File: config.mk
export PLATFORM = sky130hd
export DESIGN_NAME = secure_boot_seq
export DESIGN_NICKNAME = d
export VERILOG_FILES = /design/src/rtl/bsv_pkg.sv /design/src/rtl/bsv_step_counter.sv /design/src/rtl/bsv_ref_bank.sv /design/src/rtl/secure_boot_seq.sv
export SDC_FILE = /design/constraint.sdc
export NUM_CORES = 1
export LEC_CHECK = 0
export CAP_MARGIN = 20
export CORE_AREA = 2 2 249 251
export DETAILED_ROUTE_END_ITERATION = 12
export DIE_AREA = 0 0 251 253
export GPL_TIMING_DRIVEN = 1
export HOLD_SLACK_MARGIN = 0.03
export PLACE_DENSITY = 0.72
export SYNTH_ARGS = -nofsm -noshare
export SYNTH_HDL_FRONTEND = slang
export SYNTH_SLANG_ARGS = --single-unit
File: constraint.sdc
create_clock -name clk -period 5.2 [get_ports clk]
set_input_delay 1.04 -clock clk [delete_from_list [all_inputs] [get_ports clk]]
set_output_delay 1.04 -clock clk [all_outputs]
set_load 0.02 [all_outputs]
File: src/rtl/bsv_pkg.sv
package bsv_pkg;
    localparam int WORD_W    = 32;
    localparam int DIG_WORDS = 8;
    localparam int DIG_W     = WORD_W * DIG_WORDS;

    typedef enum logic [2:0] {
        ST_IDLE,
        ST_REF,
        ST_START,
        ST_KEY,
        ST_DATA,
        ST_WAIT,
        ST_PASS,
        ST_FAIL
    } seq_state_e;

    function automatic logic opt_checks(input logic [1:0] code);
        return code != 2'd0;
    endfunction

    function automatic logic opt_keyed(input logic [1:0] code);
        return code[1];
    endfunction
endpackage

File: src/rtl/bsv_step_counter.sv
module bsv_step_counter #(
    parameter int W = 16
) (
    input  logic         clk,
    input  logic         clr,
    input  logic         inc,
    output logic [W-1:0] cnt
);
    always_ff @(posedge clk) begin
        if (clr)      cnt <= '0;
        else if (inc) cnt <= cnt + W'(1);
    end
endmodule

File: src/rtl/bsv_ref_bank.sv
module bsv_ref_bank #(
    parameter int NW = 8,
    parameter int WW = 32
) (
    input  logic                   clk,
    input  logic                   wr_en,
    input  logic [$clog2(NW)-1:0]  wr_sel,
    input  logic [WW-1:0]          wr_word,
    input  logic [NW*WW-1:0]       digest,
    output logic                   match
);
    localparam int SW = $clog2(NW);
    logic [NW-1:0] eq;

    for (genvar g = 0; g < NW; g++) begin : g_word
        logic [WW-1:0] ref_q;
        always_ff @(posedge clk) begin
            if (wr_en && wr_sel == SW'(g)) ref_q <= wr_word;
        end
        assign eq[g] = (ref_q == digest[g*WW +: WW]);
    end

    assign match = &eq;
endmodule

File: src/rtl/secure_boot_seq.sv
module secure_boot_seq
    import bsv_pkg::*;
#(
    parameter int ADDR_W = 16
) (
    input  logic              clk,
    input  logic              por,
    input  logic              rst,
    input  logic [1:0]        boot_opt,
    input  logic [ADDR_W-1:0] region_base,
    input  logic [ADDR_W-1:0] region_words,
    input  logic [DIG_W-1:0]  auth_key,
    input  logic              erase_all,
    output logic              mem_en,
    output logic [ADDR_W-1:0] mem_addr,
    input  logic [WORD_W-1:0] mem_rdata,
    output logic              hash_start,
    output logic              hash_valid,
    input  logic              hash_ready,
    output logic [WORD_W-1:0] hash_data,
    input  logic              hash_done,
    input  logic [DIG_W-1:0]  hash_digest,
    output logic              boot_release,
    output logic              hold_reset,
    output logic              busy
);
    localparam int                SEL_W    = $clog2(DIG_WORDS);
    localparam logic [ADDR_W-1:0] REF_SPAN = ADDR_W'(DIG_WORDS);
    localparam logic [ADDR_W-1:0] LAST_REF = ADDR_W'(DIG_WORDS - 1);

    seq_state_e        state, nxt;
    logic              fail_q, factory_q;
    logic [1:0]        opt_q;
    logic [ADDR_W-1:0] base_q, nwords_q;
    logic [DIG_W-1:0]  key_q;
    logic [1:0]        opt_eff;

    logic              cnt_clr, cnt_inc, ref_wr, fail_set, erase_take;
    logic [ADDR_W-1:0] cnt;
    logic              ref_match;
    logic              last_eight, data_last;

    // Factory configuration after a full erase means "no verification".
    assign opt_eff    = factory_q ? 2'd0 : boot_opt;
    assign last_eight = (cnt == LAST_REF);
    assign data_last  = (cnt == nwords_q - REF_SPAN - ADDR_W'(1));

    bsv_step_counter #(.W(ADDR_W)) u_cnt (
        .clk (clk),
        .clr (por | rst | cnt_clr),
        .inc (cnt_inc),
        .cnt (cnt)
    );

    bsv_ref_bank #(.NW(DIG_WORDS), .WW(WORD_W)) u_ref (
        .clk     (clk),
        .wr_en   (ref_wr),
        .wr_sel  (cnt[SEL_W-1:0]),
        .wr_word (mem_rdata),
        .digest  (hash_digest),
        .match   (ref_match)
    );

    always_comb begin
        nxt        = state;
        cnt_clr    = 1'b0;
        cnt_inc    = 1'b0;
        ref_wr     = 1'b0;
        fail_set   = 1'b0;
        erase_take = 1'b0;
        unique case (state)
            ST_IDLE: begin
                cnt_clr = 1'b1;
                if (fail_q)                  nxt = ST_FAIL;
                else if (opt_checks(opt_eff)) nxt = ST_REF;
                else                         nxt = ST_PASS;
            end
            ST_REF: begin
                ref_wr = 1'b1;
                if (last_eight) begin
                    nxt     = ST_START;
                    cnt_clr = 1'b1;
                end else begin
                    cnt_inc = 1'b1;
                end
            end
            ST_START: begin
                cnt_clr = 1'b1;
                nxt     = opt_keyed(opt_q) ? ST_KEY : ST_DATA;
            end
            ST_KEY: begin
                if (hash_ready) begin
                    if (last_eight) begin
                        nxt     = ST_DATA;
                        cnt_clr = 1'b1;
                    end else begin
                        cnt_inc = 1'b1;
                    end
                end
            end
            ST_DATA: begin
                if (hash_ready) begin
                    if (data_last) begin
                        nxt     = ST_WAIT;
                        cnt_clr = 1'b1;
                    end else begin
                        cnt_inc = 1'b1;
                    end
                end
            end
            ST_WAIT: begin
                if (hash_done) begin
                    nxt      = ref_match ? ST_PASS : ST_FAIL;
                    fail_set = !ref_match;
                end
            end
            ST_PASS: nxt = ST_PASS;
            ST_FAIL: begin
                if (erase_all) begin
                    nxt        = ST_IDLE;
                    erase_take = 1'b1;
                end
            end
            default: nxt = ST_IDLE;
        endcase
    end

    always_ff @(posedge clk) begin
        if (por) begin
            state     <= ST_IDLE;
            fail_q    <= 1'b0;
            factory_q <= 1'b0;
            opt_q     <= 2'd0;
            base_q    <= '0;
            nwords_q  <= '0;
            key_q     <= '0;
        end else begin
            state <= rst ? ST_IDLE : nxt;
            if (!rst && fail_set) begin
                fail_q <= 1'b1;
            end else if (!rst && erase_take) begin
                fail_q    <= 1'b0;
                factory_q <= 1'b1;
            end
            if (!rst && state == ST_IDLE) begin
                opt_q    <= opt_eff;
                base_q   <= region_base;
                nwords_q <= region_words;
                key_q    <= auth_key;
            end
        end
    end

    always_comb begin
        unique case (state)
            ST_REF:  mem_addr = base_q + nwords_q - REF_SPAN + cnt;
            ST_DATA: mem_addr = base_q + cnt;
            default: mem_addr = base_q;
        endcase
    end

    assign mem_en       = (state == ST_REF) || (state == ST_DATA);
    assign hash_start   = (state == ST_START);
    assign hash_valid   = (state == ST_KEY) || (state == ST_DATA);
    assign hash_data    = (state == ST_KEY)  ? key_q[WORD_W*cnt[SEL_W-1:0] +: WORD_W] :
                          (state == ST_DATA) ? mem_rdata : '0;
    assign boot_release = (state == ST_PASS);
    assign hold_reset   = fail_q;
    assign busy         = (state != ST_PASS) && !fail_q;
endmodule

==> results.py, run 1 <==
metrics = {
    "timing": {
        "tightest_slew_ns": 1.15,
        "fin_skew_ns": 0.0166,
        "hold_violations": 0,
        "setup_viol": 0,
        "rsz0062_at_grt": "no",
        "finalCritPeriodShare": 0.967,
        "post-route-min-period_ns": 5.03,
        "fin_ws_ns": 0.173,
        "max_clock_freq_mhz": 199,
        "slew_headroom": 0.232,
        "slew_viol_final": 0,
    },
    "clocking": {
        "cts_buffer_depth": 3,
        "clkTransAtPathRegs_ns": 0.06,
        "cts_buffers": 58,
        "cts.sink_count": 566,
        "insertion_delay_ns": 0.62,
        "ctsHoldBuffers": 0,
        "root_buffer": "clkbuf_16",
        "cts_max_level": 2,
        "cts_tree": "yes",
    },
    "finish": {
        "final_net_count": 3890,
        "fill_cells": 5121,
        "drive_gt1_frac": 0.0791,
        "syn2layout_area_growth_pct": 35.0,
        "fin_util": 0.591,
        "layout_common_cells": "nand2_1 (650), clkdlybuf4s50_1 (629), a21oi_1 (317), dfxtp_1 (305), edfxtp_1 (256)",
        "final_common_cell": "nand2_1",
        "finalInstanceArea_sq_um": 36100,
    },
    "synthesis": {
        "synth_nets": 3280,
        "syn_avg_cell_area_sq_um": 10.2,
        "yosysSeqAreaShare": 0.520,
        "synth_edf_count": 256,
        "synth_area_sq_um": 26700,
        "synth-seq-cells": 566,
        "synth_ff_type": "dfxtp_1",
        "synth_cell_types": 65,
        "synthArstFlopShare": 0,
        "yosysWarnings": 0,
        "syn-instance-count": 2630,
    },
    "power": {
        "ir_drop_v": 0.000253,
        "p_int_mw": 8.54,
        "p_comb_frac": 0.218,
        "seq_power_share": 0.425,
        "power_leakage_nw": 13.1,
        "clkPwrFrac": 0.357,
        "p_sw_mw": 3.42,
        "power_switching_share": 0.286,
        "power.density_nw_per_um2": 332,
    },
    "global_routing": {
        "grt_usage": 0.314,
        "antenna_found_initial": 17,
        "grt_pass1_wl_mm": 147,
        "globalRouteOverflowTotal": 0,
        "grt_pass1_vias": 22600,
        "grt_max_degree": 205,
    },
    "die": {
        "core_area_sq_um": 61000,
        "num_io_pins": 638,
        "std_cell_rows": 91,
        "die_w_um": 251,
        "die_area_sq_um": 63500,
        "die-height_um": 253,
        "start_util": 0.438,
    },
    "critical_path": {
        "crit_arrival_ns": 3.99,
        "cp-start-kind": "flop",
        "slowest_delay_ns": 0.60,
        "critPathSlowestCell": "clkdlybuf4s50_1",
        "required_ns": 4.16,
        "cp-startpoint": "base_q[0]",
        "end_kind": "primary output",
        "r2r_start": "u_cnt.cnt[0]",
        "path_buf_inv": 1,
        "cpMostUsedCell": "nand2_1",
        "crit_family": "compound AO/OA/AOI/OAI gates",
        "r2r_slack_ns": 1.56,
        "crit_path_max_fanout": 4,
        "path_cells": "ha_1, fa_1, a211o_1, a21oi_1, o21ai_0, a41oi_1, nor2b_1, xnor2_1, nand2_1, nand2_1, clkdlybuf4s50_1",
        "criticalPathCategory": "flop to primary output",
    },
    "place": {
        "place_ws_ns": 0.199,
        "placed_area_sq_um": 34100,
        "place_hpwl_mm": 76.1,
        "gp_congestion": 0.919,
        "portBuffers": 637,
    },
    "status": {
        "outcome": "complete, no violations",
    },
    "routing": {
        "drt_iter0_markers": 2203,
        "drc": 0,
        "wl_per_cell_um": 24.8,
        "num_vias": 22700,
        "routed_via_density": 5.54,
        "drtAntennaViolNets": 0,
        "drt-total-wl_mm": 102,
        "dr.pass1.iters": 6,
    },
    "hold_path": {
        "hold_start": "key_q[91]",
        "hp-class": "flop to flop",
    },
    "run": {
        "drv_cap": 0,
    },
}
## state kept, by name (all words and copies together) (netlist names)
name and flops:
nwords_q 16, hold_reset 1, key_q 256, state 3, opt_q 1, u_cnt.cnt 16, u_ref.g_word.ref_q 256, base_q 16
factory_q 1
## logic make-up (layout without fill, tap and decap cells)
group                    count (synthesis)  in the layout  synth area share
AO/OA/AOI/OAI                          477            477             0.101
XOR/XNOR                               280            280            0.0921
adder cells (fa/ha/maj)                 66             66            0.0357
buffers and inverters                  242            901            0.0344
flip-flops                             566            566             0.520
multiplexers                           115            115            0.0731
other                                    0             12                 0
AND/OR/NAND/NOR                        884            884             0.143
## worst register-to-register path: stages, from the launching register on
cell     delay, ns
dfxtp_4       0.36
buf_4         0.49
buf_6         0.56
ha_1          0.38
nand2_1       0.12
nor4_1        0.52
nand4_1       0.24
a21oi_1       0.28
nor2_1        0.08
buf_4         0.23
nand2_1       0.18
a21oi_1       0.08
## power groups by stage
stage               registers, mW  logic [mW]  clock network (mW)
floorplan                    5.12        1.42                   0
global placement             5.17        2.54                   0
detailed placement           5.18        2.57                   0
CTS                          5.09        2.58                4.31
global route                 5.12        2.82                4.48
finish                       5.09        2.61                4.26
## cell type report
cell class | count | area [sq um] | area share
inverter | 97 | 364 | 0.0101
sequential | 566 | 13900 | 0.386
clock inverter | 35 | 349 | 0.00968
antenna | 12 | 30.0 | 0.000833
multi-input combinational | 1822 | 12000 | 0.332
tap | 790 | 988 | 0.0274
clock buffer | 74 | 1580 | 0.0439
timing repair buffer | 695 | 6870 | 0.190
## per-layer routing
layer  track usage  vias up  wire length, um
met5             0        -               39
met4         0.129        6             3840
met3        0.0546      174             8710
met2         0.523     1164            48400
met1         0.406    10900            40700
li1              -    10400                -
## metrics by stage
stage                     instances  total power [mW]  hold WS [ns]  setup TNS, ns
final                          4091              12.0         0.453              0
after global routing           4087              12.4         0.468              0
after CTS                      4079              12.0         0.453       -0.00618
after detailed placement       3970              7.75         0.444              0
after global placement         3970              7.70         0.439              0
after floorplan                2630              6.54         0.433              0
## what timing repair did
item / 4_1_cts / 5_1_grt
hold endpoints to repair: 0 / 0
resized for setup: 17 / 14
setup endpoints to repair: 7 / 7
buffers inserted: 0 / 0
pin swaps: 0 / 4
cloned: 0 / 0
## final timing paths
kind                  end  cells past startpoint
max          mem_addr[10]                     11
max reg2reg  u_cnt.cnt[1]                     11
min reg2reg     key_q[91]                      2
min             key_q[91]                      2
## cells in the mapped netlist (32+ instances only)
cell	n	area (sq um)
a21oi_1	318	1590
clkbuf_1	130	488
dfxtp_1	310	6210
edfxtp_1	256	7690
ha_1	49	613
inv_1	95	357
mux2i_1	51	510
mux4_2	64	1440
nand2_1	651	2440
nand3_1	32	160
nand4_1	39	244
nor2_1	37	139
nor4_1	51	319
o21ai_0	58	290
xnor2_1	119	1040
xor2_1	160	1400
Note: power is estimated with default switching activity, not from simulation.
==> inputs of run 2 (changes only) <==
--- a/config.mk
+++ b/config.mk
@@ -6,12 +6,13 @@
 export NUM_CORES = 1
 export LEC_CHECK = 0
 export CAP_MARGIN = 20
-export CORE_AREA = 2 2 249 251
+export CORE_AREA = 2 2 251 253
+export CTS_BUF_LIST = sky130_fd_sc_hd__clkbuf_4 sky130_fd_sc_hd__clkbuf_8
 export DETAILED_ROUTE_END_ITERATION = 12
-export DIE_AREA = 0 0 251 253
-export GPL_TIMING_DRIVEN = 1
+export DIE_AREA = 0 0 253 255
+export GPL_TIMING_DRIVEN = 0
 export HOLD_SLACK_MARGIN = 0.03
-export PLACE_DENSITY = 0.72
+export PLACE_DENSITY = 0.71
 export SYNTH_ARGS = -nofsm -noshare
 export SYNTH_HDL_FRONTEND = slang
 export SYNTH_SLANG_ARGS = --single-unit
==> run 2 against run 1 <==
Net effect: combinational power up 5%; clock-buffer cell count up 63; register-to-register slack about the same; clock power down 4%; global-route usage up 1.2 points; utilization down 0.35 points; hold slack worse by 0.00070 ns; first-iteration DRC count down 22%; sequential cell count unchanged; wire length up 6.1%; sequential power about the same; critical endpoint is now mem_addr[15].
==> results.py, run 2 (synthesis gave the netlist of run 1 again) <==
metrics = {
    "routing": {
        "routed_via_density": 5.51,
        "wl_per_cell_um": 25.3,
        "dr.pass1.iters": 5,
        "num_vias": 23500,
        "drt-total-wl_mm": 108,
        "drc": 0,
        "drtAntennaViolNets": 0,
        "drt_iter0_markers": 1711,
    },
    "die": {
        "die_w_um": 253,
        "core_area_sq_um": 62200,
        "std_cell_rows": 92,
        "num_io_pins": 638,
        "die_area_sq_um": 64500,
        "start_util": 0.430,
        "die-height_um": 255,
    },
    "place": {
        "dp_cells": 4074,
        "placed_area_sq_um": 34200,
        "place_hpwl_mm": 84.4,
        "portBuffers": 636,
        "gp_congestion": 0.946,
    },
    "critical_path": {
        "critPathSlowestCell": "fa_1",
        "required_ns": 4.16,
        "crit_arrival_ns": 4.07,
        "slowest_delay_ns": 0.48,
        "criticalPathCategory": "flop to primary output",
        "path_cells": "inv_1, ha_1, fa_1, inv_1, ha_2, a211oi_4, o21ai_2, a31o_4, o41ai_4, o21ai_2, xnor2_2, a221oi_2, o211ai_1, buf_4",
        "end_kind": "primary output",
        "r2r-end": "hold_reset",
        "cp-start-kind": "flop",
        "r2r.worst_path.cells": 7,
        "crit_path_max_fanout": 6,
        "r2r_slack_ns": 1.56,
        "r2r_start": "u_ref.g_word[6].ref_q[6]",
    },
    "global_routing": {
        "globalRouteOverflowTotal": 0,
        "antenna_found_initial": 20,
        "grt_pass1_vias": 23000,
        "grt_usage": 0.325,
        "grt_pass1_wl_mm": 151,
        "grt_max_degree": 31,
    },
    "finish": {
        "layout_common_cells": "nand2_1 (651), clkdlybuf4s50_1 (628), a21oi_1 (316), dfxtp_1 (293), edfxtp_1 (256)",
        "finalInstanceArea_sq_um": 36500,
        "largestRegisters": "key_q: 256 flops, u_ref.g_word.ref_q: 256 flops",
        "final_net_count": 4030,
        "syn2layout_area_growth_pct": 36.7,
        "drive_gt1_frac": 0.0953,
        "fin_cells": 4261,
        "final_common_cell": "nand2_1",
        "fill_cells": 5401,
    },
    "timing": {
        "slew_headroom": 0.303,
        "setup_viol": 0,
        "holdWs_ns": 0.452,
        "finalCritPeriodShare": 0.982,
        "tightest_slew_ns": 1.04,
        "slew_viol_final": 0,
        "hold_violations": 0,
        "tns_ns": 0,
        "max_clock_freq_mhz": 196,
        "post-route-min-period_ns": 5.11,
        "fin_skew_ns": 0.0539,
        "rsz0062_at_grt": "yes",
    },
    "hold_path": {
        "hold_end": "key_q[246]",
        "hold_depth": 2,
        "hp-class": "flop to flop",
        "hold_start": "key_q[246]",
    },
    "clocking": {
        "insertion_delay_ns": 0.72,
        "cts_tree": "yes",
        "clkTransAtPathRegs_ns": 0.06,
        "root_buffer": "clkbuf_8",
        "cts_buffers": 92,
        "cts_buffer_depth": 3,
        "cts.sink_count": 566,
        "cts_max_level": 3,
        "ctsHoldBuffers": 0,
    },
    "power": {
        "p_total_mw": 11.9,
        "ir_drop_v": 0.000260,
        "power.density_nw_per_um2": 327,
        "power_leakage_nw": 13.2,
    },
    "status": {
        "outcome": "complete, no violations",
    },
    "run": {
        "drv_cap": 0,
    },
}
==> run 2: cell count changes in the layout (fill, tap and decap cells not counted), sizes merged, moves of 2 or more <==
cell,before,now
diode,12,10
clkinvlp,6,4
clkbuf,77,265
bufinv,6,2
buf,59,36
clkdlybuf4s15,0,5
==> run 2: final cells by class <==
type | count | area (sq um) | share of cell area
antenna | 10 | 25.0 | 0.000686
buffer | 144 | 597 | 0.0164
clock buffer | 137 | 1700 | 0.0467
clock inverter | 29 | 225 | 0.00617
inverter | 97 | 364 | 0.00998
multi-input combinational | 1822 | 12000 | 0.330
sequential | 566 | 13900 | 0.381
tap | 799 | 1000 | 0.0274
timing repair buffer | 657 | 6610 | 0.181
==> run 2: power by group <==
part / switching, mW / internal [mW]
clock network: 1.87 / 2.21
logic: 1.53 / 1.20
registers: 0.181 / 4.93
==> run 2: repair_timing <==
action / 4_1_cts / 5_1_grt
pin swaps: 6 / 14
gates resized for setup: 58 / 44
setup endpoints to repair: 43 / 15
setup buffers: 8 / 4
==> run 2: critical path, delay by kind of cell, from the launching register on <==
kind / cells / cell delay (ns)
AO/OA/AOI/OAI: 7 / 1.52
adder cells (fa/ha/maj): 3 / 0.99
flip-flops: 1 / 0.40
buffers and inverters: 3 / 0.33
XOR/XNOR: 1 / 0.16
==> run 2: worst max-delay path by stage <==
| stage | cells past startpoint | slack (ns) | startpoint | to |
|---|---|---|---|---|
| after CTS | 15 | -0.14 | nwords_q[3] | mem_addr[15] |
| after global placement | 15 | -0.36 | nwords_q[3] | mem_addr[15] |
| final | 14 | 0.09 | nwords_q[4] | mem_addr[15] |
| after detailed placement | 14 | -0.38 | nwords_q[4] | mem_addr[15] |
| after floorplan | 14 | 0.76 | nwords_q[3] | mem_addr[15] |
| after global routing | 14 | -0.05 | nwords_q[7] | mem_addr[15] |
==> run 2: stage by stage <==
step	util	setup WS, ns
floorplan	-	0.763
global placement	0.548	-0.359
detailed placement	0.551	-0.385
CTS	0.584	-0.145
global route	0.587	-0.0491
finish	0.587	0.0927
==> run 2: routing by layer <==
metal,share of wire,GRT usage,up-vias,wire [um]
li1,-,-,10700,-
met1,0.38,0.389,11200,40500
met2,0.47,0.540,1311,50500
met3,0.097,0.0747,252,10500
met4,0.057,0.190,24,6130
met5,0.0014,0,-,146
